File: src/rtl/irq_entry_pkg.sv
package irq_entry_pkg;

    // Outcome of one sampling decision.
    typedef enum logic [2:0] {
        EV_NONE   = 3'd0,
        EV_RESET  = 3'd1,
        EV_RESUME = 3'd2,
        EV_NMI    = 3'd3,
        EV_MASK   = 3'd4
    } irq_event_e;

endpackage

File: src/rtl/irq_src_arbiter.sv
module irq_src_arbiter
    import irq_entry_pkg::*;
#(
    parameter int NUM_SRC = 6,
    parameter int IDX_W   = $clog2(NUM_SRC)
) (
    input  logic               sample_i,
    input  logic               busy_i,
    input  logic               ret_i,
    input  logic               req_reset_i,
    input  logic               req_nmi_i,
    input  logic               pend_i,
    input  logic [NUM_SRC-1:0] req_mask_i,
    input  logic               id_i,
    input  logic               np_i,
    output irq_event_e         event_o,
    output logic [IDX_W-1:0]   idx_o,
    output logic               pend_set_o
);

    logic found;

    // Lowest-numbered maskable line wins.
    always_comb begin
        found = 1'b0;
        idx_o = '0;
        for (int i = NUM_SRC - 1; i >= 0; i--) begin
            if (req_mask_i[i]) begin
                found = 1'b1;
                idx_o = IDX_W'(i);
            end
        end
    end

    always_comb begin
        event_o    = EV_NONE;
        pend_set_o = 1'b0;
        if (!busy_i) begin
            if (sample_i && req_reset_i) begin
                event_o = EV_RESET;
            end else begin
                if (ret_i) begin
                    event_o = EV_RESUME;
                end else if (sample_i && (req_nmi_i || pend_i) && !np_i) begin
                    event_o = EV_NMI;
                end else if (sample_i && found && !id_i) begin
                    event_o = EV_MASK;
                end
                pend_set_o = sample_i && req_nmi_i && np_i;
            end
        end
    end

endmodule

File: src/rtl/irq_vec_table.sv
module irq_vec_table #(
    parameter int NUM_SRC  = 6,
    parameter int XLEN     = 32,
    parameter int VEC_BASE = 'h80,
    parameter int VEC_STEP = 'h10,
    parameter int IDX_W    = $clog2(NUM_SRC)
) (
    input  logic [IDX_W-1:0] idx_i,
    output logic [XLEN-1:0]  vec_o
);

    logic [XLEN-1:0] table_w [NUM_SRC];

    for (genvar g = 0; g < NUM_SRC; g++) begin : g_vec
        assign table_w[g] = XLEN'(VEC_BASE + g * VEC_STEP);
    end

    always_comb begin
        vec_o = '0;
        for (int i = 0; i < NUM_SRC; i++) begin
            if (idx_i == IDX_W'(i)) begin
                vec_o = table_w[i];
            end
        end
    end

endmodule

File: src/rtl/irq_entry_ctl.sv
module irq_entry_ctl
    import irq_entry_pkg::*;
#(
    parameter int XLEN      = 32,
    parameter int NUM_SRC   = 6,
    parameter int VEC_BASE  = 'h80,
    parameter int VEC_STEP  = 'h10,
    parameter int NMI_VEC   = 'h10,
    parameter int NMI_CODE  = 'h10,
    parameter int RESET_PSW = 'h20,
    parameter int ID_BIT    = 5,
    parameter int EP_BIT    = 6,
    parameter int NP_BIT    = 7
) (
    input  logic               clk_i,
    input  logic               rst_ni,
    input  logic               boundary_i,
    input  logic               req_reset_i,
    input  logic               req_nmi_i,
    input  logic [NUM_SRC-1:0] req_mask_i,
    input  logic               nmi_ret_i,
    input  logic [XLEN-1:0]    cur_pc_i,
    input  logic [XLEN-1:0]    cur_psw_i,
    output logic               redirect_o,
    output logic               resume_o,
    output logic [XLEN-1:0]    next_pc_o,
    output logic [XLEN-1:0]    next_psw_o,
    output logic [XLEN-1:0]    cause_o,
    output logic [XLEN-1:0]    fepc_o,
    output logic [XLEN-1:0]    fepsw_o,
    output logic [XLEN-1:0]    eipc_o,
    output logic [XLEN-1:0]    eipsw_o,
    output logic               nmi_pend_o
);

    localparam int              HALF   = XLEN / 2;
    localparam int              IDX_W  = $clog2(NUM_SRC);
    localparam logic [XLEN-1:0] ID_M   = XLEN'(1) << ID_BIT;
    localparam logic [XLEN-1:0] EP_M   = XLEN'(1) << EP_BIT;
    localparam logic [XLEN-1:0] NP_M   = XLEN'(1) << NP_BIT;

    typedef struct packed {
        logic            redir;
        logic            resume;
        logic [XLEN-1:0] pc;
        logic [XLEN-1:0] psw;
        logic [XLEN-1:0] cause;
        logic [XLEN-1:0] fepc;
        logic [XLEN-1:0] fepsw;
        logic [XLEN-1:0] eipc;
        logic [XLEN-1:0] eipsw;
        logic            pend;
    } ent_state_t;

    ent_state_t      st_d, st_q;
    irq_event_e      ev_w;
    logic [IDX_W-1:0] idx_w;
    logic            pend_set_w;
    logic [XLEN-1:0] vec_w;

    irq_src_arbiter #(
        .NUM_SRC (NUM_SRC),
        .IDX_W   (IDX_W)
    ) u_arb (
        .sample_i    (boundary_i),
        .busy_i      (st_q.redir),
        .ret_i       (nmi_ret_i),
        .req_reset_i (req_reset_i),
        .req_nmi_i   (req_nmi_i),
        .pend_i      (st_q.pend),
        .req_mask_i  (req_mask_i),
        .id_i        (cur_psw_i[ID_BIT]),
        .np_i        (cur_psw_i[NP_BIT]),
        .event_o     (ev_w),
        .idx_o       (idx_w),
        .pend_set_o  (pend_set_w)
    );

    irq_vec_table #(
        .NUM_SRC  (NUM_SRC),
        .XLEN     (XLEN),
        .VEC_BASE (VEC_BASE),
        .VEC_STEP (VEC_STEP),
        .IDX_W    (IDX_W)
    ) u_vec (
        .idx_i (idx_w),
        .vec_o (vec_w)
    );

    always_comb begin
        st_d        = st_q;
        st_d.redir  = 1'b0;
        st_d.resume = 1'b0;
        if (pend_set_w) begin
            st_d.pend = 1'b1;
        end
        unique case (ev_w)
            EV_RESET: begin
                st_d.redir = 1'b1;
                st_d.pc    = '0;
                st_d.psw   = XLEN'(RESET_PSW);
                st_d.cause = '0;
                st_d.pend  = 1'b0;
            end
            EV_RESUME: begin
                st_d.redir  = 1'b1;
                st_d.resume = 1'b1;
                st_d.pc     = st_q.fepc;
                st_d.psw    = st_q.fepsw;
            end
            EV_NMI: begin
                st_d.redir = 1'b1;
                st_d.pc    = XLEN'(NMI_VEC);
                st_d.psw   = (cur_psw_i | ID_M | NP_M) & ~EP_M;
                st_d.fepc  = cur_pc_i;
                st_d.fepsw = cur_psw_i;
                st_d.cause = {HALF'(NMI_CODE), st_q.cause[HALF-1:0]};
                st_d.pend  = 1'b0;
            end
            EV_MASK: begin
                st_d.redir = 1'b1;
                st_d.pc    = vec_w;
                st_d.psw   = (cur_psw_i | ID_M) & ~EP_M;
                st_d.eipc  = cur_pc_i;
                st_d.eipsw = cur_psw_i;
                st_d.cause = {st_q.cause[XLEN-1:HALF], vec_w[HALF-1:0]};
            end
            default: begin
            end
        endcase
    end

    always_ff @(posedge clk_i or negedge rst_ni) begin
        if (!rst_ni) begin
            st_q <= '0;
        end else begin
            st_q <= st_d;
        end
    end

    assign redirect_o = st_q.redir;
    assign resume_o   = st_q.resume;
    assign next_pc_o  = st_q.pc;
    assign next_psw_o = st_q.psw;
    assign cause_o    = st_q.cause;
    assign fepc_o     = st_q.fepc;
    assign fepsw_o    = st_q.fepsw;
    assign eipc_o     = st_q.eipc;
    assign eipsw_o    = st_q.eipsw;
    assign nmi_pend_o = st_q.pend;

endmodule

File: config.mk
export PLATFORM = sky130hd
export DESIGN_NAME = irq_entry_ctl
export DESIGN_NICKNAME = d
export VERILOG_FILES = /design/src/rtl/irq_entry_pkg.sv /design/src/rtl/irq_src_arbiter.sv /design/src/rtl/irq_vec_table.sv /design/src/rtl/irq_entry_ctl.sv
export SDC_FILE = /design/constraint.sdc
export NUM_CORES = 1
export LEC_CHECK = 0
export BUFFER_PORTS_ARGS = -buffer_cell sky130_fd_sc_hd__buf_2
export CAP_MARGIN = 10
export CORE_UTILIZATION = 53
export CTS_CLUSTER_DIAMETER = 40
export DETAILED_ROUTE_END_ITERATION = 7
export GPL_ROUTABILITY_DRIVEN = 0
export PLACE_DENSITY = 0.85
export REMOVE_ABC_BUFFERS = 1
export SLEW_MARGIN = 25
export SYNTH_ARGS = -nofsm -noshare
export SYNTH_HDL_FRONTEND = slang
export SYNTH_SLANG_ARGS = --single-unit
File: constraint.sdc
create_clock -name clk_i -period 3.4 [get_ports clk_i]
set_input_delay 0.17 -clock clk_i [delete_from_list [all_inputs] [get_ports clk_i]]
set_output_delay 0.17 -clock clk_i [all_outputs]
set_load 0.01 [all_outputs]
==> results.ini, run 1 <==
[clock_network]
cts_resized=0
post-cts-setup-buffers=0
ctsRootBufferMaster=clkbuf_16
cts_hold_buffers=47
cts_htree_levels=4
clock_latency_ns=0.43
cts_tree=done
path_clk_slew_ns=0.08
clk_path_buf_depth=2
numCtsBuffers=17
cts_sinks=200

[power]
power_w=0.00811
cellLeakagePower_nw=5.53
p_per_area_nw_per_um2=768
vdd_drop_max_mv=0.589

[routing]
final_antenna_net_count=0
via_count=5723
routed_via_density=5.45
wirelength_um=19800
dr.first_iter.drc_count=352
drc=46
wl_per_cell_um=18.9
first_pass_iters=8

[floorplanning]
die_w_um=125
die-area_um2=15600
start_util_pct=54.5
boundaryPins=303
core_um2=14600
row_count=44
die_y_um=125

[worst_setup_path]
path_cells=or4b_1, nor3_4, nand2_4, buf_12, mux2_2
path_class=reg2reg
crit_slowest_cell=or4b_1
crit_fanout=34
max_stage_delay_ns=0.73
worstPathArrival_ns=3.02
r2r_cells=5
start_kind=register
critPathBufInv=1
endpoint_kind=register
critical_path_required_ns=3.71
cp_num_cells=5
cp_top_family=simple AND/OR/NAND/NOR gates

[yosys]
synth_fa_ha_area_share_pct=0
yosysTopAreaCell=dfrtp_1
syn_avg_cell_area_um2=15.1
synth_warnings=0
ys_types=42
synth-seq-cells=200
synth_top_family_by_area=multiplexers
yosysTopAreaCellShare_pct=62.7
syn-cell-area_um2=7990
yosys.area_share.simple_pct=4.50
ys.flop_type=dfrtp_1
synthCells=530
synth_area_leaders=dfrtp_1, mux2_2, mux2_4, a221o_1, a22o_1
synth.area.mux_share_pct=18.7
synth_compound_area_share_pct=9.27
seq_area_frac_synth_pct=62.7
synth_edf_count=0
synthXorXnorAreaFrac_pct=0
synth_async_sr_flop_share_pct=100

[outcome]
violations=design-rule violations
outcome=complete, but fails checks

[grt]
gr-usage-all-layers_pct=26.5
grt_max_degree=97
grt_pass1_wl_um=31900
antenna_found_initial=0
grt_pass1_vias=5914
grt.overflow.total=0

[sta]
skew_ns=0.0117
final.setup.tns_ns=0
slew_headroom_pct=34.8
period_share_pct=79.8
finalHoldViolations=0
finalMaxSlewViolations=0
fin_crit_ns=2.71
setup_violations=0
worstMarginPinSlew_ns=0.975
rsz0062_at_grt=false
max_freq_mhz=369

[job]
drv_cap=0

[final_layout]
drive_gt1_share_pct=52.0
layout_commonest_cell=buf_2
finalInstanceArea_um2=10600
fillers=951
final_cells=1050
fin_nets=929
diodes=0
syn2layout_area_growth_pct=32.2
layout_common_cells=buf_2, dfrtp_1, mux2_2, dlygate4sd3_1, a221o_1

[placed_design]
hpwl_um=12700
place_inst=968
place_area_um2=9480
io_buffers=275

[worst_hold_path]
min_path_type=in2reg
worstHoldPathCells=2

cells in the mapped netlist, types with 2 or more instances:
cell type  count
dfrtp_1      200
mux2_2        99
a221o_1       33
and2_1        31
a22o_1        30
buf_4         28
mux2_4        25
buf_2         14
clkbuf_1       9
nor2_1         8
nand2_1        7
inv_1          6
buf_6          4
nor3_1         3
a31o_2         2
a32oi_1        2
buf_1          2
nor2b_1        2
o21ai_0        2
final cells by class:
class / count / area [µm²] / share of cell area (%)
Clock inverter: 13 / 140 / 1.33
Clock buffer: 19 / 443 / 4.19
Inverter: 6 / 22.5 / 0.213
Timing Repair Buffer: 335 / 2000 / 18.9
Sequential cell: 200 / 5000 / 47.4
Tap cell: 184 / 230 / 2.18
Multi-Input combinational cell: 293 / 2720 / 25.8
final timing paths:
path / slack, ns / end / start
setup / recovery: 0.69 / eipsw_o[13]$_DFFE_PN0N_ / redirect_o$_DFF_PN0_
min in group asynchronous: 0.38 / fepsw_o[11]$_DFFE_PN0N_ / rst_ni
hold reg to reg: 0.48 / cause_o[20]$_DFFE_PN0P_ / cause_o[20]$_DFFE_PN0P_
hold / removal: 0.02 / fepsw_o[27]$_DFFE_PN0N_ / cur_psw_i[27]
setup reg to reg: 0.69 / eipsw_o[13]$_DFFE_PN0N_ / redirect_o$_DFF_PN0_
max in group asynchronous: 2.12 / fepsw_o[21]$_DFFE_PN0N_ / rst_ni
routing by layer:
metal / vias up / part of all wire (%) / track usage [%]
met1: 2852 / 39 / 31.4
met5: - / 0 / 0
met4: 0 / 3.5 / 11.5
met3: 52 / 7.7 / 8.51
li1: 2538 / - / -
met2: 281 / 50 / 44.4
flip-flops by register name (all words and copies together) (netlist names):
name	count
eipc_o	32
eipsw_o	32
fepc_o	32
fepsw_o	32
next_pc_o	32
next_psw_o	32
cause_o	5
nmi_pend_o	1
redirect_o	1
resume_o	1
cell families (layout without fill, tap and decap cells):
group | after synthesis | in the layout
AOI/OAI and AO/OA | 81 | 81
buffers and inverters | 63 | 373
DFF | 200 | 200
muxes | 124 | 124
other | 1 | 27
and+or+nand+nor | 61 | 61
metrics by stage:
stage / setup WS, ns / hold slack (ns) / utilization [%]
final: 0.687 / 0.0214 / 72.1
after global routing: 0.592 / 0.000523 / 72.1
after CTS: 0.693 / 0.000129 / 71.9
after detailed placement: 0.694 / 0.297 / 64.7
after global placement: 0.782 / 0.304 / 64.7
after floorplan: 0.206 / -0.126 / -
where the power goes:
group          internal, W  switching, W  total, W
Combinational      0.00127       0.00120   0.00248
Clock              0.00105      0.000914   0.00197
Sequential         0.00316      0.000501   0.00366
Total              0.00549       0.00262   0.00811
(Power assumes the default switching activity.)
==> run 2, diff against run 1 <==
Settings changed: CORE_UTILIZATION 53 to 49, PLACE_DENSITY 0.85 to 0.8.
Clock period 3.4 ns to 2.8 ns, I/O delays scaled along.
==> run 2 against run 1 <==
The flow now finishes without violations. Sequential share of layout area fell by 0.99 points. Final area rose by 2.1%. Clock power rose by 26%. Global-route usage fell by 2.5 points. Critical path type unchanged. Largest cell class unchanged. Largest power group unchanged.
==> results.ini, run 2 (synthesis gave the netlist of run 1 again) <==
[sta]
skew_ns=0.00847
period_share_pct=89.3
setup_violations=0
fin_crit_ns=2.50
slew_headroom_pct=39.9
worstMarginPinSlew_ns=0.899
setup_slack_ns=0.301
finalMaxSlewViolations=0
max_freq_mhz=400
finalHoldViolations=0
rsz0062_at_grt=false

[clock_network]
numCtsBuffers=17
clk_path_buf_depth=2
cts_sinks=200
clock_latency_ns=0.42
cts_tree=done
path_clk_slew_ns=0.07
ctsRootBufferMaster=clkbuf_16
cts_htree_levels=4
post-cts-setup-buffers=0

[routing]
wl_met2_um=10200
first_pass_iters=5
drc=0
dr_wl_met3_um=1250
routed_via_density=5.22
wl_per_cell_um=18.7
top_layer=met4
wl_met1_um=8410
dr.first_iter.drc_count=263
wirelength_um=20400
via_count=5719
final_antenna_net_count=0

[placed_design]
io_buffers=275
place_inst=1001
hpwl_um=13000
pre_cts_ws_ns=0.251

[worst_setup_path]
start_kind=register
max_stage_delay_ns=0.73
path_cells=or4b_1, nor3_4, a21boi_4, buf_4, a221o_1
path_class=reg2reg
worstPathArrival_ns=2.80
crit_slowest_cell=or4b_1
crit_fanout=26
critical_path_required_ns=3.10
r2r_cells=5
endpoint_kind=register

[grt]
grt.overflow.total=0
gr-usage-all-layers_pct=24.0
grt_pass1_vias=5735
grt_pass1_wl_um=30600
antenna_found_initial=0
grt_max_degree=67

[floorplanning]
die-area_um2=16800
die_w_um=130
core_um2=15900
boundaryPins=303
row_count=46
start_util_pct=50.3
die_y_um=130

[worst_hold_path]
min_path_type=in2reg
worstHoldPathCells=2

[final_layout]
layout_commonest_cell=buf_2
layout_common_cells=buf_2, dfrtp_1, mux2_2, dlygate4sd3_1, a221o_1
drive_gt1_share_pct=51.1
diodes=0
syn2layout_area_growth_pct=35.1
fin_nets=944
final_cells=1095

[outcome]
outcome=complete, no violations

[power]
vdd_drop_max_mv=0.483
power_w=0.00997
p_per_area_nw_per_um2=924
cellLeakagePower_nw=5.60

[job]
drv_cap=0

run 2: area by class of cell:
type	count	area, µm²
fill	1113	5100
sequential	200	5000
multi-input combinational	293	2730
timing repair buffer	350	2170
clock buffer	20	447
tap	216	270
clock inverter	10	145
inverter	6	22.5
run 2: repair_timing:
item	4_1_cts	5_1_grt
resized for setup	0	0
hold buffers	64	0
hold endpoints to repair	216	0
run 2: final timing paths:
| check | start | endpoint | slack [ns] |
|---|---|---|---|
| hold reg to reg | eipsw_o[5]$_DFFE_PN0N_ | eipsw_o[5]$_DFFE_PN0N_ | 0.49 |
| hold / removal | cur_psw_i[7] | eipsw_o[7]$_DFFE_PN0N_ | 0.03 |
| setup reg to reg | redirect_o$_DFF_PN0_ | next_pc_o[5]$_DFFE_PN0P_ | 0.30 |
| setup / recovery | redirect_o$_DFF_PN0_ | next_pc_o[5]$_DFFE_PN0P_ | 0.30 |
| max in group asynchronous | rst_ni | next_pc_o[19]$_DFFE_PN0P_ | 1.77 |
| min in group asynchronous | rst_ni | eipc_o[23]$_DFFE_PN0N_ | 0.28 |
run 2: worst max-delay path: cells and delay by family (launching register included):
family	cells	cell delay, ns
simple gates	2	1.03
buf+inv	1	0.29
flops	1	0.47
compound gates	2	0.58
run 2: power breakdown:
part,switching [W],internal [W],total [W],leakage (nW)
clock network,0.00106,0.00143,0.00249,0.283
registers,0.000604,0.00384,0.00445,2.53
logic,0.00147,0.00157,0.00304,2.79
run 2: metrics by stage:
stage	TNS (ns)	cell area [µm²]	hold slack, ns	utilization, %
4_1_cts	0	10800	0.0106	67.9
5_1_grt	0	10800	0.0222	67.9
6_report	0	10800	0.0288	67.9
2_1_floorplan	-11.42	7720	-0.156	-
3_3_place_gp	0	9560	0.177	60.2
3_5_place_dp	0	9560	0.177	60.2
run 2: metal layers:
layer / track usage [%] / up-vias
met5: 0 / -
met4: 9.99 / 0
met3: 5.74 / 37
met2: 41.2 / 233
met1: 29.0 / 2886
li1: - / 2563
